===== src/rtl/dpwm_pkg.sv =====
package dpwm_pkg;

    // Split selector for the duty word
    typedef enum logic {
        SPLIT_6_2 = 1'b0,
        SPLIT_7_1 = 1'b1
    } split_e;

    // Per-channel shadow register state
    typedef enum logic [1:0] {
        SH_CLEAN   = 2'b01,
        SH_PENDING = 2'b10
    } shadow_e;

endpackage


===== src/rtl/dpwm_timebase.sv =====
module dpwm_timebase #(
    parameter int CNT_W = 8
) (
    input  logic             clk,
    input  logic             rst,
    output logic [CNT_W-1:0] cnt_o,
    output logic             wrap_o
);
    localparam logic [CNT_W-1:0] CNT_MAX = {CNT_W{1'b1}};

    logic [CNT_W-1:0] cnt_q;

    always_ff @(posedge clk) begin
        if (rst) begin
            cnt_q <= '0;
        end else begin
            cnt_q <= cnt_q + 1'b1;
        end
    end

    assign cnt_o  = cnt_q;
    assign wrap_o = (cnt_q == CNT_MAX);

    // counter advances by one every clock out of reset
    p_cnt_advance_r1: assert property (@(posedge clk) disable iff (rst)
        1'b1 |=> (cnt_q == CNT_W'($past(cnt_q) + 1'b1)));

    // reset leaves counter at zero
    p_cnt_reset_r9: assert property (@(posedge clk)
        $past(rst) |-> (cnt_q == '0));

endmodule


===== src/rtl/dpwm_shadow.sv =====
module dpwm_shadow
    import dpwm_pkg::*;
#(
    parameter int DUTY_W = 8
) (
    input  logic              clk,
    input  logic              rst,
    input  logic              wr_hit_i,
    input  logic [DUTY_W-1:0] wr_data_i,
    input  logic              wrap_i,
    output logic [DUTY_W-1:0] duty_o
);
    shadow_e           state_q, state_d;
    logic [DUTY_W-1:0] pend_q;
    logic [DUTY_W-1:0] active_q;

    // State register
    always_ff @(posedge clk) begin
        if (rst) begin
            state_q <= SH_CLEAN;
        end else begin
            state_q <= state_d;
        end
    end

    // Next state
    always_comb begin
        state_d = state_q;
        unique case (state_q)
            SH_CLEAN: begin
                if (wr_hit_i && !wrap_i) begin
                    state_d = SH_PENDING;
                end
            end
            SH_PENDING: begin
                if (wrap_i) begin
                    state_d = SH_CLEAN;
                end
            end
            default: state_d = SH_CLEAN;
        endcase
    end

    // Shadow and live duty registers
    always_ff @(posedge clk) begin
        if (rst) begin
            pend_q   <= '0;
            active_q <= '0;
        end else begin
            if (wr_hit_i) begin
                pend_q <= wr_data_i;
            end
            if (wrap_i) begin
                if (wr_hit_i) begin
                    active_q <= wr_data_i;
                end else if (state_q == SH_PENDING) begin
                    active_q <= pend_q;
                end
            end
        end
    end

    assign duty_o = active_q;

    // live duty is frozen away from the cycle wrap
    p_hold_mid_cycle_r6: assert property (@(posedge clk) disable iff (rst)
        !wrap_i |=> $stable(active_q));

    // a pending value is installed at the wrap
    p_pending_lands_r6: assert property (@(posedge clk) disable iff (rst)
        (state_q == SH_PENDING && wrap_i && !wr_hit_i) |=> (active_q == $past(pend_q)));

    // a write on the wrap clock lands directly
    p_wrap_write_r6: assert property (@(posedge clk) disable iff (rst)
        (wrap_i && wr_hit_i) |=> (active_q == $past(wr_data_i)));

    // reset clears the live duty
    p_duty_reset_r9: assert property (@(posedge clk)
        $past(rst) |-> (active_q == '0));

endmodule


===== src/rtl/dpwm_compare.sv =====
module dpwm_compare
    import dpwm_pkg::*;
#(
    parameter int DUTY_W = 8,
    parameter int FINE_A = 2,
    parameter int FINE_B = 1
) (
    input  logic              clk,
    input  logic              rst,
    input  split_e            split_i,
    input  logic [DUTY_W-1:0] cnt_i,
    input  logic [DUTY_W-1:0] duty_i,
    input  logic              pwm_en_i,
    input  logic              data_i,
    output logic              out_o
);
    localparam int CW = DUTY_W + 1;

    logic raw_a, raw_b, raw, gated, out_q;

    // High when in-slot position is below coarse + dither bonus
    function automatic logic slot_high(
        input logic [DUTY_W-1:0] cnt,
        input logic [DUTY_W-1:0] duty,
        input int                fine
    );
        logic [CW-1:0] pos_mask, fine_mask, phase, idx, dc, ac, eff;
        pos_mask  = (CW'(1) << (DUTY_W - fine)) - CW'(1);
        fine_mask = (CW'(1) << fine) - CW'(1);
        phase     = {1'b0, cnt} & pos_mask;
        idx       = {1'b0, cnt} >> (DUTY_W - fine);
        dc        = {1'b0, duty} >> fine;
        ac        = {1'b0, duty} & fine_mask;
        eff       = dc + ((idx < ac) ? CW'(1) : CW'(0));
        return (phase < eff);
    endfunction

    always_comb begin
        raw_a = slot_high(cnt_i, duty_i, FINE_A);
        raw_b = slot_high(cnt_i, duty_i, FINE_B);
        unique case (split_i)
            SPLIT_6_2: raw = raw_a;
            SPLIT_7_1: raw = raw_b;
            default:   raw = raw_a;
        endcase
        gated = pwm_en_i ? (raw & data_i) : data_i;
    end

    always_ff @(posedge clk) begin
        if (rst) begin
            out_q <= 1'b0;
        end else begin
            out_q <= gated;
        end
    end

    assign out_o = out_q;

    // data bit of 0 forces PWM pin low
    p_gate_low_r7: assert property (@(posedge clk) disable iff (rst)
        (pwm_en_i && !data_i) |=> !out_o);

    // plain pin follows its data bit
    p_plain_pin_r7: assert property (@(posedge clk) disable iff (rst)
        !pwm_en_i |=> (out_o == $past(data_i)));

    // zero duty never drives high
    p_zero_duty_low_r5: assert property (@(posedge clk) disable iff (rst)
        (pwm_en_i && duty_i == '0) |=> !out_o);

    // output low right after reset
    p_out_reset_r9: assert property (@(posedge clk)
        $past(rst) |-> !out_o);

endmodule


===== src/rtl/dpwm_quad.sv =====
module dpwm_quad
    import dpwm_pkg::*;
#(
    parameter int NUM_CH = 4,
    parameter int DUTY_W = 8,
    parameter int FINE_A = 2,
    parameter int FINE_B = 1,
    localparam int CH_W  = (NUM_CH > 1) ? $clog2(NUM_CH) : 1
) (
    input  logic              clk,
    input  logic              rst,
    input  logic              split_mode,
    input  logic              wr_en,
    input  logic [CH_W-1:0]   wr_chan,
    input  logic [DUTY_W-1:0] wr_data,
    input  logic [NUM_CH-1:0] pin_pwm_en,
    input  logic [NUM_CH-1:0] pin_data,
    output logic [NUM_CH-1:0] pwm_out
);
    logic [DUTY_W-1:0] cnt;
    logic              wrap;
    split_e            split;

    assign split = split_e'(split_mode);

    dpwm_timebase #(.CNT_W(DUTY_W)) u_tb (
        .clk    (clk),
        .rst    (rst),
        .cnt_o  (cnt),
        .wrap_o (wrap)
    );

    logic [NUM_CH-1:0] wr_hit;

    for (genvar k = 0; k < NUM_CH; k++) begin : g_ch
        logic [DUTY_W-1:0] duty;

        assign wr_hit[k] = wr_en && (wr_chan == CH_W'(k));

        dpwm_shadow #(.DUTY_W(DUTY_W)) u_sh (
            .clk       (clk),
            .rst       (rst),
            .wr_hit_i  (wr_hit[k]),
            .wr_data_i (wr_data),
            .wrap_i    (wrap),
            .duty_o    (duty)
        );

        dpwm_compare #(
            .DUTY_W (DUTY_W),
            .FINE_A (FINE_A),
            .FINE_B (FINE_B)
        ) u_cmp (
            .clk      (clk),
            .rst      (rst),
            .split_i  (split),
            .cnt_i    (cnt),
            .duty_i   (duty),
            .pwm_en_i (pin_pwm_en[k]),
            .data_i   (pin_data[k]),
            .out_o    (pwm_out[k])
        );
    end

    // a write strobe reaches at most one channel
    p_one_target_r10: assert property (@(posedge clk) disable iff (rst)
        $onehot0(wr_hit));

endmodule


===== config.mk =====
export PLATFORM = sky130hd
export DESIGN_NAME = dpwm_quad
export DESIGN_NICKNAME = d
export VERILOG_FILES = /design/src/rtl/dpwm_pkg.sv /design/src/rtl/dpwm_timebase.sv /design/src/rtl/dpwm_shadow.sv /design/src/rtl/dpwm_compare.sv /design/src/rtl/dpwm_quad.sv
export SDC_FILE = /design/constraint.sdc
export NUM_CORES = 1
export LEC_CHECK = 0
export CAP_MARGIN = 30
export CORE_ASPECT_RATIO = 0.6
export CORE_MARGIN = 2
export CORE_UTILIZATION = 44
export CTS_CLUSTER_SIZE = 16
export DETAILED_ROUTE_END_ITERATION = 6
export DONT_BUFFER_PORTS = 1
export PLACE_DENSITY_LB_ADDON = 0.15
export SYNTH_ARGS = -nofsm -noshare
export SYNTH_HDL_FRONTEND = slang
export SYNTH_SLANG_ARGS = --single-unit

===== constraint.sdc =====
create_clock -name clk -period 2.68 [get_ports clk]
set_clock_uncertainty 0.1 [all_clocks]
set_input_delay 0.268 -clock clk [delete_from_list [all_inputs] [get_ports clk]]
set_output_delay 0.268 -clock clk [all_outputs]
set_load 0.01 [all_outputs]

======== After elaboration in Yosys (flattened, before gate mapping) ========
Cells that the tools add are included.
operators by class
  add/sub/neg operators ................... 9
  mux-type cells .......................... 33
  equal/unequal tests ..................... 20
  magnitude comparators ................... 16
  bitwise logic cells ..................... 5
  reduce and logical (&&, ||, !) cells .... 22
operators by type and width
  cell                                           count
  two-way mux 8 bit                              8
  adder 6 x 9 -> 9 bit                           4
  less-than comparator 6 x 9 -> 1 bit            4
  adder 7 x 1 -> 8 bit                           4
  less-than comparator 7 x 8 -> 1 bit            4
  != test 2 x 1 -> 1 bit, second input constant  8
  one-hot mux 2 bit (2 select lines)             4
  AND reduction 2 bit                            8
  == test 2 bit, second input constant           6
  two-way mux 1 bit                              12
  == test 2 x 1 -> 1 bit, second input constant  5
  two-way mux 2 bit                              5
  adder 8 x 1 -> 8 bit, second input constant    1
  == test 8 bit, second input constant           1
  logical AND 1 bit                              8
  less-than comparator 2 bit                     4
  one-hot mux 1 bit (2 select lines)             4
  nonzero test 2 bit                             4
  AND 1 bit                                      4
  less-than comparator 1 bit                     4
  logical NOT 2 bit                              1
  logical NOT 1 bit                              1
  inverter 1 bit                                 1
storage, ports and cells
  logic and storage cells ................. 122
  output and inout bits ................... 4
  bits in registers ....................... 84
  input bits .............................. 22

======== Longest topological paths before layout ========
  word-level depth ........................ 7
  mapped depth ............................ 12
  mapped depth without buffers ............ 12

======== Modules after synthesis ========
A second synthesis with hierarchy kept.
unflattened totals
  cells, all modules ...................... 535
  area total of the unflattened synthesis .. 5257.5 µm²
modules (own cells, without submodules)
  module         area an instance (µm²)  cells each  instances  seq. area each (µm²)
  dpwm_shadow    684.4                   58          4          360.3
  dpwm_compare   543.0                   66          4          20.0
  dpwm_timebase  310.3                   35          1          160.2
  dpwm_quad      37.5                    4           1          0.0

======== Least setup slack after synthesis ========
No wires, ideal clock.
  path kind ............................... reg2reg
  from .................................... register u_tb.cnt_q[7], in the netlist u_tb.cnt_o[7]
  to ...................................... register g_ch[0].u_cmp.out_q
  required time ........................... 2489 ps
  buffers on the path ..................... 0
  setup time .............................. 91 ps
  clock period less this slack ............ 2604 ps
  path slack .............................. 76 ps
  stages on the path, launching flop included .. 13
  arrival ................................. 2413 ps
  path through ............................ dfxtp_1 -> nor2b_1 -> ha_1 -> ha_1 -> nand3_1 -> nor2_1 -> xnor2_1 -> ha_1 -> and3_1 -> a221o_1 -> a31oi_1 -> o21ai_0 -> a311oi_1
between the ends
  longest elaborated chain between the ends .. 7
  elaborated cells on any way between the ends .. 11
  classes of those cells .................. 2 x add/sub; 4 x order compare; 4 x mux; 1 x bitwise
RTL lines
  element                                                                                            RTL line             RTL
  start: declaration                                                                                 dpwm_timebase.sv:11  logic [CNT_W-1:0] cnt_q;
  start signal: assignment                                                                           dpwm_timebase.sv:17  cnt_q <= cnt_q + 1'b1;
  less-than comparator 2 bit / less-than comparator 1 bit (equally long branches)                    dpwm_compare.sv:34   eff = dc + ((idx < ac) ? CW'(1) : CW'(0));
  two-way mux 1 bit                                                                                  dpwm_compare.sv:34
  adder 6 x 9 -> 9 bit / adder 7 x 1 -> 8 bit (equally long branches)                                dpwm_compare.sv:34
  less-than comparator 6 x 9 -> 1 bit / less-than comparator 7 x 8 -> 1 bit (equally long branches)  dpwm_compare.sv:35   return (phase < eff);
  one-hot mux 1 bit (2 select lines) *                                                               dpwm_compare.sv:41   unique case (split_i)
  AND 1 bit *                                                                                        dpwm_compare.sv:46   gated = pwm_en_i ? (raw & data_i) : data_i;
  two-way mux 1 bit *                                                                                dpwm_compare.sv:46
  end signal: assignment                                                                             dpwm_compare.sv:53   out_q <= gated;
  end: declaration                                                                                   dpwm_compare.sv:19   logic raw_a, raw_b, raw, gated, out_q;
Mark *: on every way between the ends. The rest lies on a longest branch, timed or not.
A chain may end at the register's enable or synchronous reset.

======== Worst setup path after layout ========
  from .................................... register u_tb.cnt_q[7], in the netlist u_tb.cnt_o[7]
  to ...................................... register g_ch[3].u_cmp.out_q
between the ends
  longest elaborated chain between the ends .. 7
  elaborated cells on any way between the ends .. 11
  classes of those cells .................. 2 x add/sub; 4 x order compare; 4 x mux; 1 x bitwise
RTL lines
  element                                                                                            RTL line
  less-than comparator 2 bit / less-than comparator 1 bit (equally long branches)                    dpwm_compare.sv:34
  two-way mux 1 bit                                                                                  dpwm_compare.sv:34
  adder 6 x 9 -> 9 bit / adder 7 x 1 -> 8 bit (equally long branches)                                dpwm_compare.sv:34
  less-than comparator 6 x 9 -> 1 bit / less-than comparator 7 x 8 -> 1 bit (equally long branches)  dpwm_compare.sv:35
  one-hot mux 1 bit (2 select lines) *                                                               dpwm_compare.sv:41
  AND 1 bit *                                                                                        dpwm_compare.sv:46
  two-way mux 1 bit *                                                                                dpwm_compare.sv:46
  end signal: assignment                                                                             dpwm_compare.sv:53
  end: declaration                                                                                   dpwm_compare.sv:19
Marked as above.

==> metrics <==
Placer Congestion=0.844; Peak VDD IR=0.311 mV; Starting Density=0.450; WP data arrival=2.85 ns; Synth Flop Type=dfxtp_1; Mapped Area=0.00505 mm²; Yosys reg bits=84; worst slew pin tran=0.806 ns; Pint=~2100 µW; most frequent cell after synthesis=dfxtp_1; HPWL Detailed=a little under 9 mm; Die ar.=~0.012 mm²; Avg Cell Area, Syn=9.06 µm²; Detailed Routing Iterations Pass 1=4; DRC viols=0; Hold Fails Final Rpt=0; startpoint types=register; largest net degree at the start of global routing=52; failing checks=negative setup slack; Row Count=30; run status=complete, but fails checks; Routed Antenna Nets=0; Worst Path Buf+Inv=1; Horiz. Die Dim=around 140 µm; Post-synth top cells=84 x dfxtp_1, 78 x nor2_1, 65 x ha_1, 32 x mux2i_1, 30 x a211oi_1; minimum clock period=2.69 ns; crit path capture type=register; via count=between 4000 and 5000; IO Pins=26; Cell Chain, Critical Path=buf_6 -> nor2b_4 -> ha_4 -> and3_4 -> nand3_2 -> xor2_1 -> ha_1 -> and3_4 -> a221o_1 -> a31oi_1 -> o21ai_1 -> a311oi_1; register area share after synthesis=0.333; number of synthesized flops with an enable pin=0; synth top area cells=dfxtp_1 33%, ha_1 16%, mux2i_1 6.3%; final WL=13.0 mm; hold crit path type=input port to register; CP max FO=6; count of different cell masters after synthesis=42; CTS Buf Count=9; total core area=0.0112 mm²; DR WL/cell=~17 µm; CTS Buffer Depth=2; crit-path max cell delay=approximately 0.38 ns; vias per cell=between 5 and 6; sw frac=0.241; Max Slew Vio Count=0; CP delay by family, top=compound AO/OA/AOI/OAI gates; area delta synth->final=24.5%; CTS tree=done; number of global-route vias before repair=4100; WP data required=2.83 ns; Post-Syn Instances=557; most numerous cell on the critical path=and3_4; initial DRC count=140; CTS HTree Levels=3; total power=2830 µW; clk_lat worst skew=0.34 ns; max_slew headroom=0.461; Post-synth ARST share=0; top cell type's share of synthesized area=0.333; slowest CP cell=dfxtp_4; first-pass GRT wire length=around 21 mm; Fmax=371 MHz; Worst Setup Slack, final=-0.0130 ns; total global-route track usage=0.226; Power Density=450 mW/mm²; crit path kind=register to register; Combinational Power Share=0.076; power share of the clock group=0.469; CTS clk-pin slew, worst paths=0.07 ns; pre-CTS WS=-0.182 ns; share of the cycle needed by the critical path after routing=1.00; Setup Viol. Count Final=1; Die H=87.0 µm; dominant cell type by area after synthesis=dfxtp_1; Psw=683 µW; clock sinks=84; Seq pwr share=0.455; Leak=around 0.0026 µW; share of layout cells above drive strength 1=0.172; IO buf count=0; syn_nets=644; antenna violations before repair=0; nets=about 700; r2r setup slk=-0.01 ns; root buffer cell=clkbuf_16; RSZ-0062 raised after global routing=true; YS warnings=0; global route overflow=0; maxcap violations=0; ANT cells=0
==> through the flow <==
step / hold slack (ns) / utilization / std cells / TNS (ns) / area [µm²]
after floorplan: 0.280 / - / 557 / 0 / 5050
after global placement: 0.246 / 0.477 / 704 / -0.177 / 5360
after CTS: 0.00222 / 0.551 / 760 / -0.00761 / 6180
final: 0.0145 / 0.560 / 760 / -0.0130 / 6290
after detailed placement: 0.247 / 0.477 / 704 / -0.593 / 5360
after global routing: 0.0134 / 0.560 / 760 / -0.602 / 6290
==> kinds of logic after synthesis <==
logic type,count (synthesis),share of synthesized area
compound gates,98,0.141
xor+xnor,44,0.0763
fa+ha+maj,65,0.161
buf+inv,54,0.0498
flops,84,0.333
mux,32,0.0635
simple gates,180,0.175
==> metal layers <==
metal	part of all wire	routed length, µm	global-route usage	vias to the layer above
met3	0.083	1080	0.0539	15
met2	0.43	5530	0.354	108
met4	0.010	133	0.0555	0
met1	0.48	6260	0.317	1897
li1	-	-	-	2082
met5	0	0	0	-
==> path summary, 6_finish.rpt <==
check,start,endpoint,depth (start not counted)
setup reg to reg,u_tb.cnt_o[7]$_SDFF_PP0_,g_ch[3].u_cmp.out_o$_SDFF_PP0_,12
hold reg to reg,g_ch[3].u_sh.pend_q[5]$_SDFFE_PP0P_,g_ch[3].u_sh.pend_q[5]$_SDFFE_PP0P_,2
hold / removal,wr_data[1],g_ch[0].u_sh.pend_q[1]$_SDFFE_PP0P_,2
setup / recovery,u_tb.cnt_o[7]$_SDFF_PP0_,g_ch[3].u_cmp.out_o$_SDFF_PP0_,12
==> what timing repair did <==
| action | CTS | global route |
|---|---|---|
| gates resized for setup | 30 | 22 |
| hold buffers | 33 | 0 |
| pin swaps | 16 | 16 |
| buffers inserted | 7 | 0 |
| gates cloned | 0 | 0 |
| hold endpoints to repair | 76 | 0 |
| setup endpoints to repair | 4 | 4 |
==> placed cells by master, fill, tap and decap left out, drive strengths merged, types with 16 or more instances in the layout <==
cell type | synthesis | routed
nand2 | 20 | 20
ha | 65 | 65
xnor2 | 22 | 22
nor2 | 80 | 80
dlygate4sd3 | 0 | 32
nand3 | 26 | 26
a21oi | 16 | 16
buf | 11 | 45
o21ai | 16 | 16
inv | 20 | 24
mux2i | 32 | 32
dfxtp | 84 | 84
xor2 | 22 | 22
a211oi | 34 | 34
==> power groups by stage <==
stage	Clock (µW)	Combinational [µW]	Sequential, µW
3_3_place_gp	0	162	1320
2_1_floorplan	0	150	1320
5_1_grt	1420	241	1290
3_5_place_dp	0	169	1320
6_report	1330	215	1290
4_1_cts	1360	214	1290
==> layout make-up <==
class                           count  area [µm²]
Sequential cell                    84        1690
Clock inverter                      6        78.8
Clock buffer                       10         239
Fill cell                        1009        4940
Tap cell                          144         180
Inverter                           20        75.1
Timing Repair Buffer               77         707
Multi-Input combinational cell    419        3320
==> flip-flops by register name, indices dropped and copies added, names as in the netlist <==
signal / flops
u_tb.cnt_o: 8
g_ch.u_sh.state_q: 8
g_ch.u_cmp.out_o: 4
g_ch.u_sh.pend_q: 32
g_ch.u_sh.duty_o: 32
==> worst reg2reg max path, delay by kind of cell (launching register included) <==
kind                     cells  cell delay, ns
AO/OA/AOI/OAI                4            0.76
AND/OR/NAND/NOR              4            0.60
adder cells (fa/ha/maj)      2            0.47
flip-flops                   1            0.38
XOR/XNOR                     1            0.16
buffers and inverters        1            0.13
Note: power is estimated with default switching activity, not from simulation.
